[config.mk]
export PLATFORM = sky130hd
export DESIGN_NAME = rx_byte_hub
export DESIGN_NICKNAME = d
export VERILOG_FILES = /design/src/rtl/rxb_pkg.sv /design/src/rtl/rxb_lane.sv /design/src/rtl/rxb_status.sv /design/src/rtl/rx_byte_hub.sv
export SDC_FILE = /design/constraint.sdc
export NUM_CORES = 1
export LEC_CHECK = 0
export CAP_MARGIN = 20
export CORE_MARGIN = 2
export CORE_UTILIZATION = 58
export CTS_CLUSTER_SIZE = 12
export DETAILED_ROUTE_END_ITERATION = 10
export DONT_BUFFER_PORTS = 1
export PLACE_DENSITY = 0.82
export SLEW_MARGIN = 5
export SYNTH_ARGS = -nofsm -noshare
export SYNTH_HDL_FRONTEND = slang
export SYNTH_SLANG_ARGS = --single-unit
[constraint.sdc]
create_clock -name clk -period 2.7 [get_ports clk]
set_input_delay 0.135 -clock clk [delete_from_list [all_inputs] [get_ports clk]]
set_output_delay 0.135 -clock clk [all_outputs]
set_load 0.005 [all_outputs]
[src/rtl/rxb_pkg.sv]
package rxb_pkg;
    localparam int BYTE_W  = 8;
    localparam int NUM_CH  = 2;
    localparam int ADDR_W  = 2;
    localparam int FIELD_W = 4;
    localparam int ST_W    = NUM_CH * FIELD_W;

    localparam logic [ADDR_W-1:0] ADR_STAT   = 2'd0;
    localparam logic [ADDR_W-1:0] ADR_DATA_A = 2'd1;
    localparam logic [ADDR_W-1:0] ADR_DATA_B = 2'd2;
    localparam logic [ADDR_W-1:0] ADR_IRQ_EN = 2'd3;

    localparam int OFS_FULL  = 0;
    localparam int OFS_EOF   = 1;
    localparam int OFS_FLOW  = 2;
    localparam int OFS_VALID = 3;

    typedef enum logic {
        LN_WAIT = 1'b0,
        LN_RECV = 1'b1
    } lane_state_t;

    typedef struct packed {
        logic load;
        logic complete;
        logic eof;
        logic flow;
    } lane_evt_t;
endpackage

[src/rtl/rxb_lane.sv]
module rxb_lane
    import rxb_pkg::*;
#(
    parameter int LANE_W = BYTE_W,
    parameter int IDLE_W = 8
) (
    input  logic              clk,
    input  logic              rst_n,
    input  logic              enable,
    input  logic              bit_tick,
    input  logic              rx_bit,
    input  logic              rx_vld,
    input  logic [IDLE_W-1:0] idle_limit,
    input  logic              data_rd,
    output logic [LANE_W-1:0] data_o,
    output lane_evt_t         evt_o
);
    localparam int CNT_W = $clog2(LANE_W + 1);

    lane_state_t       state_q, state_d;
    logic [LANE_W-1:0] shreg_q;
    logic [CNT_W-1:0]  nbits_q;
    logic [IDLE_W-1:0] idle_q;
    logic [LANE_W-1:0] data_q;
    logic              occ_q;

    logic              take, idle_tick, expire, last_bit, flush, load, rd;
    logic [IDLE_W:0]   idle_inc;
    logic [LANE_W-1:0] shifted, partial, load_byte;

    // Datapath decode
    always_comb begin
        take      = enable & bit_tick & rx_vld;
        idle_tick = enable & bit_tick & ~rx_vld & (state_q == LN_RECV);
        idle_inc  = {1'b0, idle_q} + 1'b1;
        expire    = idle_tick & (idle_inc >= {1'b0, idle_limit});
        last_bit  = take & (nbits_q == CNT_W'(LANE_W - 1));
        shifted   = {shreg_q[LANE_W-2:0], rx_bit};
        partial   = shreg_q << (LANE_W - int'(nbits_q));
        flush     = expire & (nbits_q != '0);
        load      = last_bit | flush;
        load_byte = last_bit ? shifted : partial;
        rd        = enable & data_rd;
    end

    // Next-state logic
    always_comb begin
        state_d = state_q;
        unique case (state_q)
            LN_WAIT: if (take)   state_d = LN_RECV;   // START
            LN_RECV: if (expire) state_d = LN_WAIT;   // TIMEOUT
            default: state_d = LN_WAIT;
        endcase
    end

    // State register
    always_ff @(posedge clk) begin
        if (!rst_n || !enable) state_q <= LN_WAIT;
        else                   state_q <= state_d;
    end

    // Packer, idle timer and data register
    always_ff @(posedge clk) begin
        if (!rst_n || !enable) begin
            shreg_q <= '0;
            nbits_q <= '0;
            idle_q  <= '0;
            data_q  <= '0;
            occ_q   <= 1'b0;
        end else begin
            if (take) begin
                shreg_q <= shifted;
                nbits_q <= last_bit ? '0 : nbits_q + CNT_W'(1);
                idle_q  <= '0;
            end else if (expire) begin
                shreg_q <= '0;
                nbits_q <= '0;
                idle_q  <= '0;
            end else if (idle_tick) begin
                idle_q  <= idle_inc[IDLE_W-1:0];
            end
            if (load) begin
                data_q <= load_byte;
                occ_q  <= 1'b1;
            end else if (rd) begin
                occ_q  <= 1'b0;
            end
        end
    end

    // Outputs
    always_comb begin
        data_o         = data_q;
        evt_o.load     = load;
        evt_o.complete = last_bit;
        evt_o.eof      = expire;
        evt_o.flow     = (load & occ_q & ~rd) | (rd & ~occ_q);
    end
endmodule

[src/rtl/rxb_status.sv]
module rxb_status
    import rxb_pkg::*;
(
    input  logic                    clk,
    input  logic                    rst_n,
    input  logic                    enable,
    input  lane_evt_t [NUM_CH-1:0]  evt,
    input  logic                    rd_stat,
    input  logic [NUM_CH-1:0]       rd_data,
    input  logic [ST_W-1:0]         irq_en,
    output logic [ST_W-1:0]         stat_o,
    output logic                    irq_o
);
    function automatic logic [ST_W-1:0] build_mask();
        logic [ST_W-1:0] m;
        m = '0;
        for (int c = 0; c < NUM_CH; c++) begin
            m[c*FIELD_W + OFS_FULL] = 1'b1;
            m[c*FIELD_W + OFS_EOF]  = 1'b1;
            m[c*FIELD_W + OFS_FLOW] = 1'b1;
        end
        return m;
    endfunction

    localparam logic [ST_W-1:0] IRQ_MASK = build_mask();

    for (genvar ch = 0; ch < NUM_CH; ch++) begin : g_fld
        logic [FIELD_W-1:0] fld_q;

        always_ff @(posedge clk) begin
            if (!rst_n || !enable) begin
                fld_q <= '0;
            end else begin
                fld_q[OFS_FULL] <= (fld_q[OFS_FULL] & ~(rd_stat | rd_data[ch])) | evt[ch].load;
                fld_q[OFS_EOF]  <= (fld_q[OFS_EOF]  & ~rd_stat) | evt[ch].eof;
                fld_q[OFS_FLOW] <= (fld_q[OFS_FLOW] & ~rd_stat) | evt[ch].flow;
                if (evt[ch].load) fld_q[OFS_VALID] <= evt[ch].complete;
            end
        end

        assign stat_o[ch*FIELD_W +: FIELD_W] = fld_q;
    end

    assign irq_o = |(stat_o & irq_en & IRQ_MASK);
endmodule

[src/rtl/rx_byte_hub.sv]
module rx_byte_hub
    import rxb_pkg::*;
#(
    parameter int IDLE_W = 8
) (
    input  logic              clk,
    input  logic              rst_n,
    input  logic              rx_en,
    input  logic              bit_tick,
    input  logic [1:0]        rx_bit,
    input  logic [1:0]        rx_vld,
    input  logic [IDLE_W-1:0] idle_limit,
    input  logic [1:0]        host_addr,
    input  logic              host_rd,
    input  logic              host_wr,
    input  logic [7:0]        host_wdata,
    output logic [7:0]        host_rdata,
    output logic              irq
);
    lane_evt_t [NUM_CH-1:0]             evt;
    logic      [NUM_CH-1:0][BYTE_W-1:0] lane_data;
    logic      [NUM_CH-1:0]             rd_data;
    logic      [ST_W-1:0]               stat_q;
    logic      [ST_W-1:0]               irq_en_q;
    logic                               rd_stat;

    assign rd_stat = host_rd & (host_addr == ADR_STAT);

    for (genvar ch = 0; ch < NUM_CH; ch++) begin : g_lane
        assign rd_data[ch] = host_rd & (host_addr == ADDR_W'(int'(ADR_DATA_A) + ch));

        rxb_lane #(.LANE_W(BYTE_W), .IDLE_W(IDLE_W)) lane_i (
            .clk        (clk),
            .rst_n      (rst_n),
            .enable     (rx_en),
            .bit_tick   (bit_tick),
            .rx_bit     (rx_bit[ch]),
            .rx_vld     (rx_vld[ch]),
            .idle_limit (idle_limit),
            .data_rd    (rd_data[ch]),
            .data_o     (lane_data[ch]),
            .evt_o      (evt[ch])
        );
    end

    rxb_status status_i (
        .clk     (clk),
        .rst_n   (rst_n),
        .enable  (rx_en),
        .evt     (evt),
        .rd_stat (rd_stat),
        .rd_data (rd_data),
        .irq_en  (irq_en_q),
        .stat_o  (stat_q),
        .irq_o   (irq)
    );

    always_ff @(posedge clk) begin
        if (!rst_n)                                 irq_en_q <= '0;
        else if (host_wr && host_addr == ADR_IRQ_EN) irq_en_q <= host_wdata;
    end

    always_comb begin
        case (host_addr)
            ADR_STAT:   host_rdata = stat_q;
            ADR_DATA_A: host_rdata = lane_data[0];
            ADR_DATA_B: host_rdata = lane_data[1];
            default:    host_rdata = irq_en_q;
        endcase
    end
endmodule

==> qor.csv <==
stage;metric;value;unit
logic_synthesis;Mapped Nets;587;
global_routing;first-pass GRT wire length;19400;µm
clock_network;TritonCTS Buffers;9;
timing;slack of the critical path;-175;ps
floorplan;num ports;37;
global_routing;Overflow after GRT;0;
power_and_ir_drop;Pwr Total;2230;µW
timing;Tcrit/Tclk final;106;%
floorplan;Core ar.;7690;µm²
timing;max-slew violations;0;
route;Post-DRT Antenna Nets;0;
logic_synthesis;largest family of logic cells by synthesized area;simple AND/OR/NAND/NOR gates;
global_routing;Total Routing Usage GR;28.2;%
logic_synthesis;yosys warns;0;
logic_synthesis;Post-synth EDFFs;0;
route;total via count after detailed routing;4405;
clock_network;Root Driver;clkbuf_8;
global_routing;largest net degree at the start of global routing;29;
global_routing;vias in the first global route;4077;
logic_synthesis;Mean Syn Cell Area;8.54;µm²
logic_synthesis;top_reg_cell synth;dfxtp_1;
logic_synthesis;library cells used by synthesis;61;
flow_run;# Max-Cap Violations;0;
route;Iter 0 DRT Violations;388;
status;violated checks;negative setup slack;
timing;RSZ-0062 raised after global routing;true;
logic_synthesis;simple-gate portion of the synthesized area;22.8;%
finish;Finished Layout Cells;680;
setup_path;CP required;2950;ps
finish;most frequent cells in the layout;69 x dfxtp_1, 48 x nand2_1, 38 x buf_4;
logic_synthesis;synthesis-stage register bit count;76;
timing;Tmin final;2880;ps
placement;routability cong.;0.948;
placement;I/O Buffers;0;
timing;final hold vios;0;
timing;Clock Skews;9.00;ps
setup_path;CP Max Fanout;3;
finish;commonest non-fill, non-tap cell in the layout;dfxtp_1;
logic_synthesis;sequential fraction of the synthesis area;33.2;%
power_and_ir_drop;VDD IR max;284;µV
setup_path;WS Path Type;reg2reg;
setup_path;arrival time worst endpoint;3120;ps
logic_synthesis;Post-Syn Area;4590;µm²
clock_network;CTS H-tree lvls;3;
worst_hold_path;min-delay worst type;in2reg;
timing;final setup fails;56;
finish;filler instances;528;
logic_synthesis;Post-Synth XOR/XNOR Area;5.73;%
finish;Nets;624;
clock_network;clock tree buffer depth;2;
clock_network;CTS tree;yes;
timing;fmax;348;MHz
floorplan;Die H;92.9;µm
setup_path;Worst setup EP type;flip-flop;
route;routed len/inst;18.7;µm
finish;Area Growth Syn to Fin;23.0;%
placement;DP Cell Count;642;
floorplan;Std-Cell Rows;32;
logic_synthesis;post-synthesis mux area share;9.99;%
power_and_ir_drop;Lkg Pwr;0.00219;µW
timing;worst relative slew slack;51.5;%
finish;utilization after layout;73.4;%
route;DRC violation count after routing;0;
logic_synthesis;Compound-Gate Fraction of Synth Area;17.5;%
timing;worst-margin pin slew;726;ps
route;vias per cell;6.48;
global_routing;initial antenna violation count;0;
floorplan;initial core utilization;59.7;%
status;status;finished with violations;
route;drt total wl;12700;µm
clock_network;Clock Pin Slew Worst Setup and Hold Paths;80;ps
clock_network;CTS Sinks;76;
route;Pre-antenna DRT Iters;5;
finish;Antenna diodes;0;
finish;share of layout cells above drive strength 1;24.6;%
placement;pre-CTS setup slack;-194;ps
floorplan;die width;92.9;µm
floorplan;die area;8630;µm²
setup_path;CP startpoint kind;flip-flop;
logic_synthesis;cell count after synthesis;537;
power_and_ir_drop;Power Dens Cells;396;nW/µm²
logic_synthesis;share of flip-flops with an asynchronous set or reset;0;%
clock_network;Worst-Skew Late Latency;360;ps
placement;HPWL after DPL;8290;µm
logic_synthesis;Synth Area in Adders;6.00;%
timing repair:
action | CTS | global route
gates cloned | 0 | 1
gates resized for setup | 28 | 53
setup endpoints to repair | 50 | 65
setup buffers | 5 | 7
hold buffers | 11 | 0
hold endpoints to repair | 14 | 0
pin swaps | 13 | 35
per-stage QoR:
| step | hold slack [ps] | TNS (ps) | area, µm² |
|---|---|---|---|
| global placement | 266 | -960 | 4880 |
| global route | 35.9 | -11040 | 5640 |
| CTS | 13.1 | -259 | 5380 |
| floorplan | 271 | -161 | 4610 |
| detailed placement | 274 | -3800 | 4880 |
| finish | 12.4 | -4260 | 5640 |
cell type report:
type / instances / area, µm² / share of cell area [%]
inverters: 17 / 63.8 / 1.13
repair buffers: 61 / 552 / 9.78
well taps: 102 / 128 / 2.26
flip-flops and latches: 76 / 1540 / 27.2
clock inverters: 6 / 90.1 / 1.60
multi-input cells: 409 / 3150 / 55.8
clock buffers: 9 / 124 / 2.20
flip-flops by register name (all words and copies together), names as in the netlist:
name,count
irq_en_q,8
g_lane.lane_i.shreg_q,16
g_lane.lane_i.nbits_q,8
g_lane.lane_i.state_q,2
g_lane.lane_i.data_o,16
g_lane.lane_i.idle_q,16
status_i.g_fld.fld_q,8
g_lane.lane_i.occ_q,2
where the power goes:
group | total, µW | switching, µW | internal [µW]
logic | 140 | 80.2 | 59.6
registers | 1130 | 5.75 | 1120
clock network | 962 | 446 | 517
Yosys cell counts (all sizes together), types with 11 or more instances:
library cell	instances	area share, %
and3	11	1.7
inv	17	1.4
mux2i	21	4.6
nor3	11	1.2
nor2	39	3.2
dfxtp	76	33
mux4	11	5.4
o21ai	21	2.4
o22ai	11	1.5
nor2b	14	1.9
nand3	35	4.0
nand2	50	4.1
a31oi	11	1.5
clkbuf	28	2.3
a21oi	34	3.7
ha	22	6.0
xor2	12	2.3
xnor2	18	3.4
worst max-delay path: stages, from the launching register on:
cell and delay [ps]:
dfxtp_2 340, and3_4 180, and3_4 200, nand3_4 90, xnor2_2 190, ha_1 280, and3_4 170, a221o_1 330
a31o_1 220, o221a_1 290, and3_1 160, a311o_1 300
layer usage:
layer | global-route usage (%) | up-vias | share of wire, %
met2 | 49.5 | 191 | 51
li1 | - | 2039 | -
met4 | 13.4 | 0 | 2.6
met5 | 0 | - | 0
met1 | 33.9 | 2138 | 40
met3 | 4.15 | 37 | 6.0
path summary, 6_finish.rpt:
kind                            cells past startpoint                   startpoint                          end  slack, ps
worst max-delay path                               11   g_lane[1].lane_i.idle_q[3]   g_lane[1].lane_i.data_o[5]       -180
worst min-delay path                                2                    rx_bit[0]   g_lane[0].lane_i.data_o[0]         10
worst max register to register                     11   g_lane[1].lane_i.idle_q[3]   g_lane[1].lane_i.data_o[5]       -180
worst min register to register                      2  g_lane[0].lane_i.shreg_q[7]  g_lane[0].lane_i.shreg_q[7]        470
cells by family (layout without fill, tap and decap cells):
| group | Yosys count | count (layout) |
|---|---|---|
| AO/OA/AOI/OAI | 123 | 123 |
| multiplexers | 32 | 32 |
| buffers and inverters | 53 | 93 |
| flip-flops | 76 | 76 |
| AND/OR/NAND/NOR | 201 | 202 |
| XOR/XNOR | 30 | 30 |
| adder cells (fa/ha/maj) | 22 | 22 |
Note: power is estimated with default switching activity, not from simulation.
